==> src/rtl/stw_pkg.sv <==
package stw_pkg;
    localparam int WORD_W = 32;

    // field positions (RV32 layout)
    localparam int B_UIE  = 0;
    localparam int B_SIE  = 1;
    localparam int B_MIE  = 3;
    localparam int B_UPIE = 4;
    localparam int B_SPIE = 5;
    localparam int B_MPIE = 7;
    localparam int B_SPP  = 8;
    localparam int B_MPP  = 11;
    localparam int B_FS   = 13;
    localparam int B_XS   = 15;
    localparam int B_MPRV = 17;
    localparam int B_SUM  = 18;
    localparam int B_MXR  = 19;
    localparam int B_TVM  = 20;
    localparam int B_TSR  = 22;
    localparam int B_SD   = WORD_W - 1;
    localparam int FLD2_W = 2;

    localparam logic [WORD_W-1:0] ONE = {{(WORD_W-1){1'b0}}, 1'b1};
    localparam logic [WORD_W-1:0] TWO = ONE | (ONE << 1);

    localparam logic [WORD_W-1:0] MACH_MASK =
        (ONE << B_SIE) | (ONE << B_MIE) | (ONE << B_SPIE) | (ONE << B_MPIE) |
        (ONE << B_SPP) | (TWO << B_MPP) | (TWO << B_FS)   | (ONE << B_MPRV) |
        (ONE << B_SUM) | (ONE << B_MXR) | (ONE << B_TVM)  | (ONE << B_TSR);

    localparam logic [WORD_W-1:0] SUP_MASK =
        (ONE << B_UIE) | (ONE << B_SIE) | (ONE << B_UPIE) | (ONE << B_SPIE) |
        (ONE << B_SPP) | (TWO << B_FS)  | (TWO << B_XS)   | (ONE << B_SUM)  |
        (ONE << B_MXR) | (ONE << B_SD);

    localparam logic [WORD_W-1:0] XLAT_MASK =
        (TWO << B_MPP) | (ONE << B_MPRV) | (ONE << B_SUM) | (ONE << B_MXR);

    typedef struct packed {
        logic [WORD_W-1:0] word;
        logic              flush;
    } stw_state_t;
endpackage

==> src/rtl/stw_legalize.sv <==
module stw_legalize
    import stw_pkg::*;
(
    input  logic [WORD_W-1:0] cur,
    input  logic              m_en,
    input  logic [WORD_W-1:0] m_data,
    input  logic              s_en,
    input  logic [WORD_W-1:0] s_data,
    input  logic              fp_mark,
    output logic [WORD_W-1:0] nxt,
    output logic              xlat_changed
);
    logic [WORD_W-1:0] merged_s;
    logic [WORD_W-1:0] src;
    logic [WORD_W-1:0] legal;

    always_comb begin
        // supervisor data enters only inside its window
        merged_s = (cur & ~SUP_MASK) | (s_data & SUP_MASK);
        // machine port wins a collision
        src      = m_en ? m_data : merged_s;
        legal    = (cur & ~MACH_MASK) | (src & MACH_MASK);
        nxt      = (m_en || s_en) ? legal : cur;
        if (fp_mark) begin
            nxt[B_FS +: FLD2_W] = '1;
        end
        xlat_changed = |((nxt ^ cur) & XLAT_MASK);
    end
endmodule

==> src/rtl/stw_view.sv <==
module stw_view
    import stw_pkg::*;
(
    input  logic [WORD_W-1:0] word,
    input  logic [FLD2_W-1:0] xs,
    output logic [WORD_W-1:0] m_view,
    output logic [WORD_W-1:0] s_view
);
    logic dirty_sum;

    always_comb begin
        dirty_sum = (&word[B_FS +: FLD2_W]) || (&xs);
        m_view    = word & MACH_MASK;
        m_view[B_XS +: FLD2_W] = xs;
        m_view[B_SD] = dirty_sum;
        s_view    = m_view & SUP_MASK;
    end
endmodule

==> src/rtl/status_word_unit.sv <==
module status_word_unit
    import stw_pkg::*;
(
    input  logic              clk,
    input  logic              rst,
    input  logic              m_wr_en,
    input  logic [WORD_W-1:0] m_wr_data,
    input  logic              s_wr_en,
    input  logic [WORD_W-1:0] s_wr_data,
    input  logic              fp_dirty,
    input  logic [FLD2_W-1:0] ext_state,
    output logic [WORD_W-1:0] m_rd_data,
    output logic [WORD_W-1:0] s_rd_data,
    output logic              xlat_flush
);
    stw_state_t        st_d, st_q;
    logic [WORD_W-1:0] word_nxt;
    logic              xlat_chg;

    stw_legalize u_legal (
        .cur          (st_q.word),
        .m_en         (m_wr_en),
        .m_data       (m_wr_data),
        .s_en         (s_wr_en),
        .s_data       (s_wr_data),
        .fp_mark      (fp_dirty),
        .nxt          (word_nxt),
        .xlat_changed (xlat_chg)
    );

    stw_view u_view (
        .word   (st_q.word),
        .xs     (ext_state),
        .m_view (m_rd_data),
        .s_view (s_rd_data)
    );

    always_comb begin
        st_d       = st_q;
        st_d.word  = word_nxt;
        st_d.flush = xlat_chg;
    end

    always_ff @(posedge clk) begin
        if (rst) begin
            st_q <= '0;
        end else begin
            st_q <= st_d;
        end
    end

    assign xlat_flush = st_q.flush;


    fp_force_chk: assert property (@(posedge clk) disable iff (rst)
        fp_dirty |=> (m_rd_data[B_FS +: FLD2_W] == 2'b11));


    flush_cause_chk: assert property (@(posedge clk) disable iff (rst)
        xlat_flush |-> $past(m_wr_en || s_wr_en));


    idle_hold_chk: assert property (@(posedge clk) disable iff (rst)
        (!m_wr_en && !s_wr_en && !fp_dirty) |=> $stable(m_rd_data & MACH_MASK));


    sup_window_chk: assert property (@(posedge clk) disable iff (rst)
        (s_rd_data & ~SUP_MASK) == '0);


    sd_from_xs_chk: assert property (@(posedge clk) disable iff (rst)
        (ext_state == 2'b11) |-> (s_rd_data[B_SD] && m_rd_data[B_SD]));


    mach_wins_chk: assert property (@(posedge clk) disable iff (rst)
        (m_wr_en && s_wr_en && !fp_dirty) |=>
            ((m_rd_data & MACH_MASK) == ($past(m_wr_data) & MACH_MASK)));
endmodule

==> config.mk <==
export PLATFORM = sky130hd
export DESIGN_NAME = status_word_unit
export DESIGN_NICKNAME = d
export VERILOG_FILES = /design/src/rtl/stw_pkg.sv /design/src/rtl/stw_legalize.sv /design/src/rtl/stw_view.sv /design/src/rtl/status_word_unit.sv
export SDC_FILE = /design/constraint.sdc
export NUM_CORES = 1
export LEC_CHECK = 0
export BUFFER_PORTS_ARGS = -buffer_cell sky130_fd_sc_hd__buf_2
export CORE_MARGIN = 1.5
export CORE_UTILIZATION = 40
export DETAILED_ROUTE_END_ITERATION = 12
export GPL_TIMING_DRIVEN = 0
export PLACE_DENSITY = 0.79
export SLEW_MARGIN = 20
export SYNTH_ARGS = -nofsm -noshare
export SYNTH_HDL_FRONTEND = slang
export SYNTH_HIERARCHICAL = 1
export SYNTH_SLANG_ARGS = --single-unit
==> constraint.sdc <==
create_clock -name clk -period 1.2 [get_ports clk]
set_clock_uncertainty 0.05 [all_clocks]
set_input_delay 0.12 -clock clk [delete_from_list [all_inputs] [get_ports clk]]
set_output_delay 0.12 -clock clk [all_outputs]
set_load 0.02 [all_outputs]
==> metrics.csv <==
metric,value,unit
CTS tree,built,
setup_tns,-0.103,ns
Total Routed Length,2050,um
post-route ant nets,0,
IO Count,136,
Worst Hold Slack,0.0985,ns
M1 GR Usage,12.1,%
area grow syn2layout,41.2,%
later-pin clock latency in the skew report,0.27,ns
Initial DRC Count,40,
crit start category,flop,
Crit Path Category,flop to output port,
r2r worst-path depth,5,
Lkg Pwr,1.07,nW
Sink Count,15,
starting density of the core,41.7,%
final hold viol count,0,
final setup violation count,2,
unrepaired setup endpoints after global routing,true,
detail-routed via count per cell,3.62,
worst path arrival time,1.08,ns
Most Crowded Layer GR,met2,
worst-path fanout max,2,
PortBufs,53,
Die Ht,59.0,um
H-tree Lvls,1,
status,"finished, violations left",
largest net degree at the start of global routing,11,
nets,310,
wire length per cell,7.58,um
layout cell share with drive strength beyond 1,59.2,%
CTS Buffer Depth,2,
drt first pass iters,4,
initial antenna violation count,0,
number of global-route vias before repair,795,
Chip Width,59.0,um
Rows,20,
final HPWL from detailed placement,1720,um
# diodes,0,
Final Cycle Share,104,%
yosys warns,6,
Vias,980,
Die ar.,0.00348,mm2
hold crit path type,input port to flop,
number of buffers created by CTS,3,
maxcap violations,0,
Hold Path Depth,3,
Area after DPL,0.00170,mm2
first-pass GRT wire length,3010,um
# DRC,0,
overall power,0.00146,W
Setup crit end kind,output port,
minimum clock period,1.25,ns
met2 Use GR,19.5,%
clk root buf,clkbuf_4,
"Req. time, crit path",1.03,ns
Placer Congestion,0.710,
failing checks,negative setup slack,
"Design Area, Final",0.00177,mm2
Max Slew Vio Count,0,
Post-Syn Instances,142,
Post-Synthesis Cell Area,0.00125,mm2
Worst VDD drop,318,uV
setup slack after layout,-0.0523,ns
Total GRT Usage,11.3,%
gr ovfl total,0,
met3 Usage GRT,2.40,%
core area,0.00300,mm2
"Reg clk slew, reported paths",0.09,ns
average size of a mapped cell,8.83,um2
fmax,799,MHz
Power Dens Cells,823,mW/mm2
pre-CTS WS,0.0252,ns
[layout make-up]
cell class / count / area (um2)
Buffer: 70 / 524
Clock buffer: 4 / 26.3
Fill cell: 284 / 1230
Inverter: 1 / 3.75
Multi-Input combinational cell: 92 / 561
Sequential cell: 15 / 308
Tap cell: 33 / 41.3
Timing Repair Buffer: 56 / 307
[power by group]
part           switching [W]  total [W]  internal [W]  leakage (nW)
Combinational       0.000307   0.000627      0.000320         0.932
Clock               0.000147   0.000276      0.000129        0.0150
Sequential         0.0000236   0.000555      0.000532         0.126
Total               0.000477    0.00146      0.000980          1.07
[what timing repair did]
action,CTS,global route
hold endpoints to repair,1,0
setup buffers,2,0
pin swaps,1,1
setup endpoints to repair,2,11
resized for setup,6,4
hold buffers,1,0
[registers in the layout, summed over array words and instances (netlist names)]
signal and count:
st_q 14, xlat_flush 1
[per-stage QoR]
step / util, % / std cells
6_report: 59.0 / 271
3_3_place_gp: 56.5 / 264
5_1_grt: 59.0 / 271
2_1_floorplan: - / 178
4_1_cts: 58.7 / 271
3_5_place_dp: 56.5 / 264
[worst max-delay path, cell delays in order, from the launching register on]
cell	delay [ns]
dfxtp_2	0.33
a22o_1	0.23
buf_4	0.13
buf_6	0.12
[layout by cell type (no fill, tap or decap)]
cell type / n
dfxtp_2: 3
mux2_2: 7
buf_4: 68
nand2_1: 5
buf_6: 4
o21ai_0: 6
mux2i_1: 7
dfxtp_1: 11
clkbuf_4: 3
mux2_4: 2
dlygate4sd3_1: 1
a22o_1: 1
nor3_1: 2
clkbuf_1: 1
conb_1: 37
nor2b_1: 15
buf_2: 53
dfxtp_4: 1
nand2b_1: 2
xor2_1: 7
a22oi_1: 1
inv_1: 1
[metal layers]
layer	wire, um	share of wire, %
met3	204	9.9
met5	0	0
met2	975	47
met1	845	41
met4	27	1.3
[worst paths after layout]
kind,startpoint,endpoint,slack (ns)
hold reg to reg,st_q[8],st_q[8],0.55
setup reg to reg,st_q[15],st_q[15],0.03
setup / recovery,st_q[15],s_rd_data[31],-0.05
hold / removal,fp_dirty,st_q[15],0.1
Note: power is estimated with default switching activity, not from simulation.
